==> config.mk <==
export PLATFORM = sky130hd
export DESIGN_NAME = iqfmt_top
export DESIGN_NICKNAME = d
export VERILOG_FILES = /design/src/rtl/iqfmt_pkg.sv /design/src/rtl/iqfmt_encode.sv /design/src/rtl/iqfmt_seq.sv /design/src/rtl/iqfmt_outreg.sv /design/src/rtl/iqfmt_top.sv
export SDC_FILE = /design/constraint.sdc
export NUM_CORES = 1
export LEC_CHECK = 0
export ABC_CLOCK_PERIOD_IN_PS = 1290
export BUFFER_PORTS_ARGS = -buffer_cell sky130_fd_sc_hd__buf_2
export CAP_MARGIN = 10
export CORE_MARGIN = 5
export CORE_UTILIZATION = 40
export DETAILED_ROUTE_END_ITERATION = 16
export PLACE_DENSITY = 0.69
export SLEW_MARGIN = 20
export SYNTH_ARGS = -nofsm -noshare
export SYNTH_HDL_FRONTEND = slang
export SYNTH_SLANG_ARGS = --single-unit
==> constraint.sdc <==
create_clock -name clk -period 1.29 [get_ports clk]
set_clock_uncertainty 0.15 [all_clocks]
set_input_delay 0.258 -clock clk [delete_from_list [all_inputs] [get_ports clk]]
set_output_delay 0.258 -clock clk [all_outputs]
set_load 0.03 [all_outputs]
==> src/rtl/iqfmt_pkg.sv <==
package iqfmt_pkg;

    localparam int DATA_W = 10;
    localparam int N_CH   = 2;
    localparam int CH_I   = 0;
    localparam int CH_Q   = 1;

    typedef enum logic {
        BUS_MUX = 1'b0,
        BUS_PAR = 1'b1
    } bus_mode_e;

    typedef enum logic {
        FMT_OFFSET = 1'b0,
        FMT_TWOS   = 1'b1
    } num_fmt_e;

    typedef enum logic {
        PH_IDLE  = 1'b0,
        PH_Q_DUE = 1'b1
    } mux_phase_e;

    function automatic logic msb_flip(num_fmt_e f);
        return (f == FMT_TWOS);
    endfunction

endpackage

==> src/rtl/iqfmt_encode.sv <==
module iqfmt_encode
    import iqfmt_pkg::*;
#(
    parameter int W = DATA_W
) (
    input  num_fmt_e       fmt,
    input  logic [W-1:0]   raw,
    output logic [W-1:0]   enc
);

    localparam int MSB = W - 1;

    logic flip;
    assign flip = msb_flip(fmt);

    for (genvar b = 0; b < W; b++) begin : g_bit
        if (b == MSB) begin : g_msb
            assign enc[b] = raw[b] ^ flip;
        end else begin : g_low
            assign enc[b] = raw[b];
        end
    end

endmodule

==> src/rtl/iqfmt_seq.sv <==
module iqfmt_seq
    import iqfmt_pkg::*;
#(
    parameter int W = DATA_W
) (
    input  logic           clk,
    input  logic           rst,
    input  bus_mode_e      mode,
    input  logic           in_valid,
    input  logic [W-1:0]   enc_i,
    input  logic [W-1:0]   enc_q,
    output logic           i_we,
    output logic           q_we,
    output logic           flag_we,
    output logic [W-1:0]   nxt_i,
    output logic [W-1:0]   nxt_q,
    output logic           nxt_flag
);

    mux_phase_e   phase_r, phase_n;
    logic [W-1:0] pend_q_r, pend_q_n;

    always_comb begin
        phase_n  = phase_r;
        pend_q_n = pend_q_r;
        i_we     = 1'b0;
        q_we     = 1'b0;
        flag_we  = 1'b0;
        nxt_i    = enc_i;
        nxt_q    = enc_q;
        nxt_flag = 1'b0;
        if (mode == BUS_PAR) begin
            phase_n  = PH_IDLE;
            i_we     = in_valid;
            q_we     = in_valid;
            flag_we  = 1'b1;
            nxt_flag = in_valid;
        end else begin
            q_we  = 1'b1;
            nxt_q = '0;
            if (in_valid) begin
                i_we     = 1'b1;
                flag_we  = 1'b1;
                nxt_i    = enc_i;
                nxt_flag = 1'b1;
                pend_q_n = enc_q;
                phase_n  = PH_Q_DUE;
            end else if (phase_r == PH_Q_DUE) begin
                i_we     = 1'b1;
                flag_we  = 1'b1;
                nxt_i    = pend_q_r;
                nxt_flag = 1'b0;
                phase_n  = PH_IDLE;
            end
        end
    end

    always_ff @(posedge clk) begin
        if (rst) begin
            phase_r  <= PH_IDLE;
            pend_q_r <= '0;
        end else begin
            phase_r  <= phase_n;
            pend_q_r <= pend_q_n;
        end
    end

endmodule

==> src/rtl/iqfmt_outreg.sv <==
module iqfmt_outreg
    import iqfmt_pkg::*;
#(
    parameter int W = DATA_W
) (
    input  logic           clk,
    input  logic           rst,
    input  logic           i_we,
    input  logic           q_we,
    input  logic           flag_we,
    input  logic [W-1:0]   nxt_i,
    input  logic [W-1:0]   nxt_q,
    input  logic           nxt_flag,
    output logic [W-1:0]   bus_i,
    output logic [W-1:0]   bus_q,
    output logic           flag
);

    always_ff @(posedge clk) begin
        if (rst) begin
            bus_i <= '0;
            bus_q <= '0;
            flag  <= 1'b0;
        end else begin
            if (i_we)    bus_i <= nxt_i;
            if (q_we)    bus_q <= nxt_q;
            if (flag_we) flag  <= nxt_flag;
        end
    end

endmodule

==> src/rtl/iqfmt_top.sv <==
module iqfmt_top
    import iqfmt_pkg::*;
#(
    parameter int W = DATA_W
) (
    input  logic           clk,
    input  logic           rst,
    input  logic [W-1:0]   in_i,
    input  logic [W-1:0]   in_q,
    input  logic           in_valid,
    input  logic           par_sel,
    input  logic           fmt_tc,
    output logic [W-1:0]   out_i,
    output logic [W-1:0]   out_q,
    output logic           out_flag
);

    bus_mode_e    mode;
    num_fmt_e     fmt;
    logic [W-1:0] raw [N_CH];
    logic [W-1:0] enc [N_CH];

    assign mode      = bus_mode_e'(par_sel);
    assign fmt       = num_fmt_e'(fmt_tc);
    assign raw[CH_I] = in_i;
    assign raw[CH_Q] = in_q;

    for (genvar c = 0; c < N_CH; c++) begin : g_ch
        iqfmt_encode #(.W(W)) u_enc (
            .fmt (fmt),
            .raw (raw[c]),
            .enc (enc[c])
        );
    end

    logic           i_we, q_we, flag_we, nxt_flag;
    logic [W-1:0]   nxt_i, nxt_q;

    iqfmt_seq #(.W(W)) u_seq (
        .clk      (clk),
        .rst      (rst),
        .mode     (mode),
        .in_valid (in_valid),
        .enc_i    (enc[CH_I]),
        .enc_q    (enc[CH_Q]),
        .i_we     (i_we),
        .q_we     (q_we),
        .flag_we  (flag_we),
        .nxt_i    (nxt_i),
        .nxt_q    (nxt_q),
        .nxt_flag (nxt_flag)
    );

    iqfmt_outreg #(.W(W)) u_out (
        .clk      (clk),
        .rst      (rst),
        .i_we     (i_we),
        .q_we     (q_we),
        .flag_we  (flag_we),
        .nxt_i    (nxt_i),
        .nxt_q    (nxt_q),
        .nxt_flag (nxt_flag),
        .bus_i    (out_i),
        .bus_q    (out_q),
        .flag     (out_flag)
    );

endmodule

==> impl_metrics.tcl, run 1 <==
set metrics [dict create \
    drive_gt1_share_pct 46.3 \
    cts_setup_buffers 0 \
    intPower_mw 1.53 \
    power_frac_comb_pct 17.9 \
    synth_top_area_share_pct 48.3 \
    finalCritPeriodShare_pct 99.1 \
    timing.rr.start "u_seq.phase_r" \
    core_sq_um 3280 \
    start_util_pct 40.4 \
    rsz0062_at_grt "true" \
    clock-sinks 32 \
    status "completed" \
    areaGrowthSynthToFinish_pct 34.5 \
    grt_start_max_net_pins 23 \
    leakage_nw 0.863 \
    slowest_delay_ns 0.35 \
    synth_area_sq_um 1330 \
    multi_input_area_sq_um 603 \
    clk_latency_ns 0.32 \
    setup_ws_ns 0.0120 \
    ys_warn_count 0 \
    cp.required_ns 1.36 \
    cts-root-buf "clkbuf_4" \
    startpoint_type "flop" \
    hold_buffers 0 \
    io_pins 46 \
    ys_ff_latch 32 \
    final_cell_mix "buf_2 (24), a21oi_1 (20), buf_4 (19)" \
    crit_type "flop to flop" \
    avgSynthCellArea_sq_um 9.47 \
    synth_top_cells_by_area "dfxtp_1 (48%), mux2_4 (11%), a21oi_1 (7.5%), mux2i_1 (6.8%), o21a_1 (5.7%)" \
    dp_hpwl_mm 2.29 \
    worstMarginPinSlew_ns 0.345 \
    io_buffers 45 \
    die_y_um 67.6 \
    seq_power_share_pct 52.1 \
    cts_tree "done" \
    clock_path_buffers 2 \
    final_common_cell "buf_2" \
    end_kind "flop" \
    wl_per_cell_um 12.8 \
    setup_violations 0 \
    ys_seq_area_share_pct 48.3 \
    antenna_left 0 \
    synthCells 140 \
    maxCapViolations 0 \
    layout.nets 213 \
    slowest_stage "dfxtp_2" \
    cts.htree.levels 2 \
    grt_pass1_vias 1103 \
    fin_crit_ns 1.28 \
    row_count 21 \
    grt_usage_pct 14.3 \
    dpl_worst_slack_ns -0.0668 \
    netSwitchingFraction_pct 25.8 \
    seq_area_sq_um 663 \
    gp_congestion 0.741 \
    power.density_nw_per_um2 1160 \
    drt_iter0_markers 36 \
    dieArea_sq_um 4570 \
    finalHoldViolCount 0 \
    worstHoldPathCells 3 \
    drc 0 \
    clk_pin_slew_worst_paths_ns 0.09 \
    pwr-share-clk_pct 30.0 \
    power_switching_mw 0.533 \
    finish.instance_area_sq_um 1780 \
    grt_overflow 0 \
    path_cells "nand2b_4 -> mux2_4 -> o21a_1" \
    drtPass1Iterations 5 \
    timing.fmax_mhz 782 \
    diodes 0 \
    die_w_um 67.6 \
    grt_pass1_wl_mm 4.85 \
    place_area_sq_um 1620 \
    cts_buffers 5 \
    netlist-cell-type-count 17 \
    drt-vias-per-instance 4.63 \
    min-delay-start "in_q[6]" \
    min_path_type "primary input to flop" \
    fillers 307 \
    antenna_found_initial 0 \
    tns_ns 0 \
    synth_top_area_cell "dfxtp_1" \
    hold_end "u_seq.pend_q_r[6]" \
    reg2reg_to "u_out.bus_i[6]" \
    cp_max_fo 10 \
    wirelength_mm 2.99 \
    ff2ff_setup_slack_ns 0.01 \
    total_power_mw 2.06 \
    vdd_drop_max_mv 0.503 \
    routed-via-count 1084 \
    syn_nets 165 \
    reg2regPathDepth 3 \
    relSlewSlack_pct 77.0 \
    arrival_ns 1.35 \
    drv_slew 0 \
]
[power by group through the flow]
stage / registers (mW) / logic, mW / clock network (mW)
6_report: 1.08 / 0.369 / 0.619
5_1_grt: 1.08 / 0.399 / 0.707
4_1_cts: 1.07 / 0.353 / 0.637
3_5_place_dp: 1.09 / 0.344 / 0
3_3_place_gp: 1.09 / 0.336 / 0
2_1_floorplan: 1.15 / 0.160 / 0
[cell families after synthesis]
kind of cell	after synthesis	share of synthesized area [%]
simple gates	36	11.7
mux	19	18.1
buf+inv	19	6.23
xor+xnor	2	1.32
compound gates	32	14.3
flops	32	48.3
[synth_stat cells, drive strengths merged]
master / count
nor2: 14
nand2b: 2
and2b: 1
inv: 9
or2b: 1
mux2i: 9
a211oi: 2
xnor2: 2
mux2: 10
dfxtp: 32
buf: 4
nand2: 18
clkbuf: 6
o21a: 10
a21oi: 20
[metrics by stage]
step	utilization, %	hold WS (ns)	std cells
after floorplan	-	0.244	140
after global placement	49.3	0.298	227
after detailed placement	49.3	0.303	227
after CTS	51.8	0.0179	234
after global routing	54.3	0.0142	234
final	54.3	0.0275	234
[flip-flops by register name, summed over array words and instances (netlist names)]
signal / count
u_seq.phase_r: 1
u_seq.pend_q_r: 10
u_out.flag: 1
u_out.bus_i: 10
u_out.bus_q: 10
[critical path, delay by kind of cell, from the launching register on]
family	cells	cell delay, ns
multiplexers	1	0.32
flip-flops	1	0.35
AND/OR/NAND/NOR	1	0.18
AO/OA/AOI/OAI	1	0.17
[cell type report]
type                    instances  area share [%]
repair buffers                 51            20.3
flip-flops and latches         32            37.2
well taps                      46            3.23
inverters                       9            1.89
clock buffers                   7            3.65
multi-input cells              89            33.8
[timing repair]
action,in CTS,in global routing
resized for setup,8,52
endpoints found under the setup margin,17,25
pin swaps,0,0
[metal layers]
layer	global-route usage [%]	vias up	share of wire (%)
met1	14.9	491	39
met4	6.08	0	1.7
li1	-	555	-
met2	25.4	33	52
met3	5.66	5	7.0
met5	0	-	0
[worst max-delay path by stage]
stage	start	to	slack, ns	cells past startpoint
5_1_grt	u_seq.phase_r	u_out.bus_i[0]	-0.01	3
6_report	u_seq.phase_r	u_out.bus_i[6]	0.01	3
4_1_cts	u_out.bus_i[8]	out_i[8]	0.003	1
3_5_place_dp	par_sel	u_out.bus_i[9]	-0.07	4
2_1_floorplan	u_seq.phase_r	u_out.bus_i[0]	0.04	4
3_3_place_gp	par_sel	u_out.bus_i[1]	-0.04	4
Note: power is estimated with default switching activity, not from simulation.
==> run 2, diff against run 1 <==
--- a/config.mk
+++ b/config.mk
@@ -8,7 +8,6 @@
 export ABC_CLOCK_PERIOD_IN_PS = 1290
 export BUFFER_PORTS_ARGS = -buffer_cell sky130_fd_sc_hd__buf_2
 export CAP_MARGIN = 10
-export CORE_MARGIN = 5
 export CORE_UTILIZATION = 40
 export DETAILED_ROUTE_END_ITERATION = 16
 export PLACE_DENSITY = 0.69
==> constraint.sdc (replaced) <==
create_clock -name clk -period 1.29 [get_ports clk]
set_clock_uncertainty 0.15 [all_clocks]
set_input_delay 0.3225 -clock clk [delete_from_list [all_inputs] [get_ports clk]]
set_output_delay 0.3225 -clock clk [all_outputs]
set_load 0.03 [all_outputs]
==> run 2 against run 1 <==
The flow now finishes with violations (negative setup slack). Highest routed layer unchanged. Critical path type is now flop to primary output. Core utilization rose by 6.1 points. Worst setup slack got worse by 0.041 ns. Cell count rose by 2.1%. Non-clock buffer count grew 5. Worst hold slack gained 0.041 ns. Routed wire length shrank 0.70%. Largest power group unchanged. Sequential power is essentially flat. Clock power shrank 0.8%. First-iteration DRC count decreased by 42%. Fmax fell by 3.1%. Count of clock-buffer cells in the layout down 1. Power increased by 1.3%.
==> impl_metrics.tcl, run 2 (same netlist as run 1, synthesis figures left out) <==
set metrics [dict create \
    final_cell_mix "buf_2 (24), dfxtp_2 (22), buf_6 (21)" \
    whs_ns 0.0688 \
    drtPass1Iterations 4 \
    cts.htree.levels 2 \
    seq_power_share_pct 51.7 \
    violations "negative setup slack" \
    arrival_ns 0.85 \
    startpoint_type "flop" \
    grt_overflow 0 \
    maxCapViolations 0 \
    power_frac_comb_pct 18.9 \
    die_y_um 59.6 \
    dieArea_sq_um 3550 \
    power.density_nw_per_um2 1120 \
    slowest_delay_ns 0.37 \
    setup_violations 9 \
    relSlewSlack_pct 74.3 \
    power_switching_mw 0.584 \
    grt_use_met3_pct 5.90 \
    crit_type "flop to primary output" \
    grt_use_met1_pct 21.0 \
    vdd_drop_max_mv 0.667 \
    total_power_mw 2.09 \
    clock_path_buffers 2 \
    routed-via-count 1119 \
    min_path_type "primary input to flop" \
    cts-root-buf "clkbuf_4" \
    grt_use_met2_pct 32.7 \
    start_util_pct 42.7 \
    slowest_stage "dfxtp_2" \
    intPower_mw 1.51 \
    drt_iter0_markers 21 \
    clock-sinks 32 \
    fillers 294 \
    critPathBufInv 1 \
    grt_usage_pct 19.0 \
    status "finished, violations left" \
    cts_tree "done" \
    finalHoldViolCount 0 \
    fin_crit_ns 1.32 \
    netSwitchingFraction_pct 27.9 \
    pwr-share-clk_pct 29.3 \
    grt.busiest_layer "met2" \
    worstMarginPinSlew_ns 0.386 \
    cts_buffers 5 \
    cp_top_family "flip-flops" \
    clk_latency_ns 0.35 \
    gp_congestion 0.773 \
    end_kind "primary output" \
    antenna_left 0 \
    layout.nets 219 \
    die_w_um 59.6 \
    setup_ws_ns -0.0293 \
    cp.required_ns 0.82 \
    io_pins 46 \
    grt_pass1_vias 1130 \
    drt-vias-per-instance 4.68 \
    grt_pass1_wl_mm 4.91 \
    diodes 0 \
    tns_ns -0.105 \
    drc 0 \
    row_count 20 \
    path_cells "buf_6" \
    grt_start_max_net_pins 23 \
    core_sq_um 3100 \
    post-route-util_pct 60.4 \
    final_common_cell "buf_2" \
    largestRegisters "u_out.bus_i: 10 flops, u_out.bus_q: 10 flops, u_seq.pend_q_r: 10 flops" \
    drv_slew 0 \
    antenna_found_initial 0 \
    drive_gt1_share_pct 50.3 \
    timing.fmax_mhz 758 \
    areaGrowthSynthToFinish_pct 41.3 \
    io_buffers 45 \
    finalCritPeriodShare_pct 102 \
    rsz0062_at_grt "true" \
    clk_pin_slew_worst_paths_ns 0.12 \
    cp_max_fo 2 \
    wirelength_mm 2.97 \
    dp_hpwl_mm 2.03 \
    wl_per_cell_um 12.4 \
    leakage_nw 0.907 \
]
-- run 2: path summary, 6_finish.rpt --
| kind | start | end | slack (ns) | cells after the start |
|---|---|---|---|---|
| max | u_out.bus_i[7] | out_i[7] | -0.03 | 1 |
| min | in_q[3] | u_seq.pend_q_r[3] | 0.07 | 3 |
| max reg2reg | u_seq.phase_r | u_out.bus_i[1] | 0.05 | 3 |
| min reg2reg | u_seq.pend_q_r[2] | u_seq.pend_q_r[2] | 0.31 | 2 |
-- run 2: cell type report --
cell class                      instances  area (sq um)  share of cell area (%)
Sequential cell                        32           668                    35.6
Timing Repair Buffer                   56           439                    23.4
Inverter                                9          33.8                    1.80
Clock buffer                            6          51.3                    2.74
Tap cell                               44          55.1                    2.94
Multi-Input combinational cell         90           617                    32.9
Clock inverter                          2          10.0                   0.534
-- run 2: per-layer routing --
metal	vias up	part of all wire (%)
met5	-	0
met4	0	2.1
met3	4	3.9
met2	28	52
met1	520	42
li1	567	-
-- run 2: power by group through the flow --
stage	Clock [mW]	Combinational, mW	Sequential [mW]
floorplan	0	0.160	1.15
global placement	0	0.330	1.09
detailed placement	0	0.338	1.09
CTS	0.622	0.396	1.08
global route	0.673	0.428	1.09
finish	0.614	0.396	1.08
-- run 2: through the flow --
stage	instance area, sq um	worst slack [ns]	cells
3_3_place_gp	1600	-0.123	225
4_1_cts	1870	-0.0282	239
6_report	1870	-0.0293	239
2_1_floorplan	1330	-0.00132	140
5_1_grt	1870	-0.0575	239
3_5_place_dp	1600	-0.158	225
-- run 2: what timing repair did --
| action | in CTS | in global routing |
|---|---|---|
| cloned | 1 | 0 |
| hold buffers | 0 | 0 |
| endpoints found under the hold margin | 0 | 0 |
| buffers inserted | 5 | 0 |
| endpoints found under the setup margin | 22 | 26 |
| resized for setup | 64 | 1 |
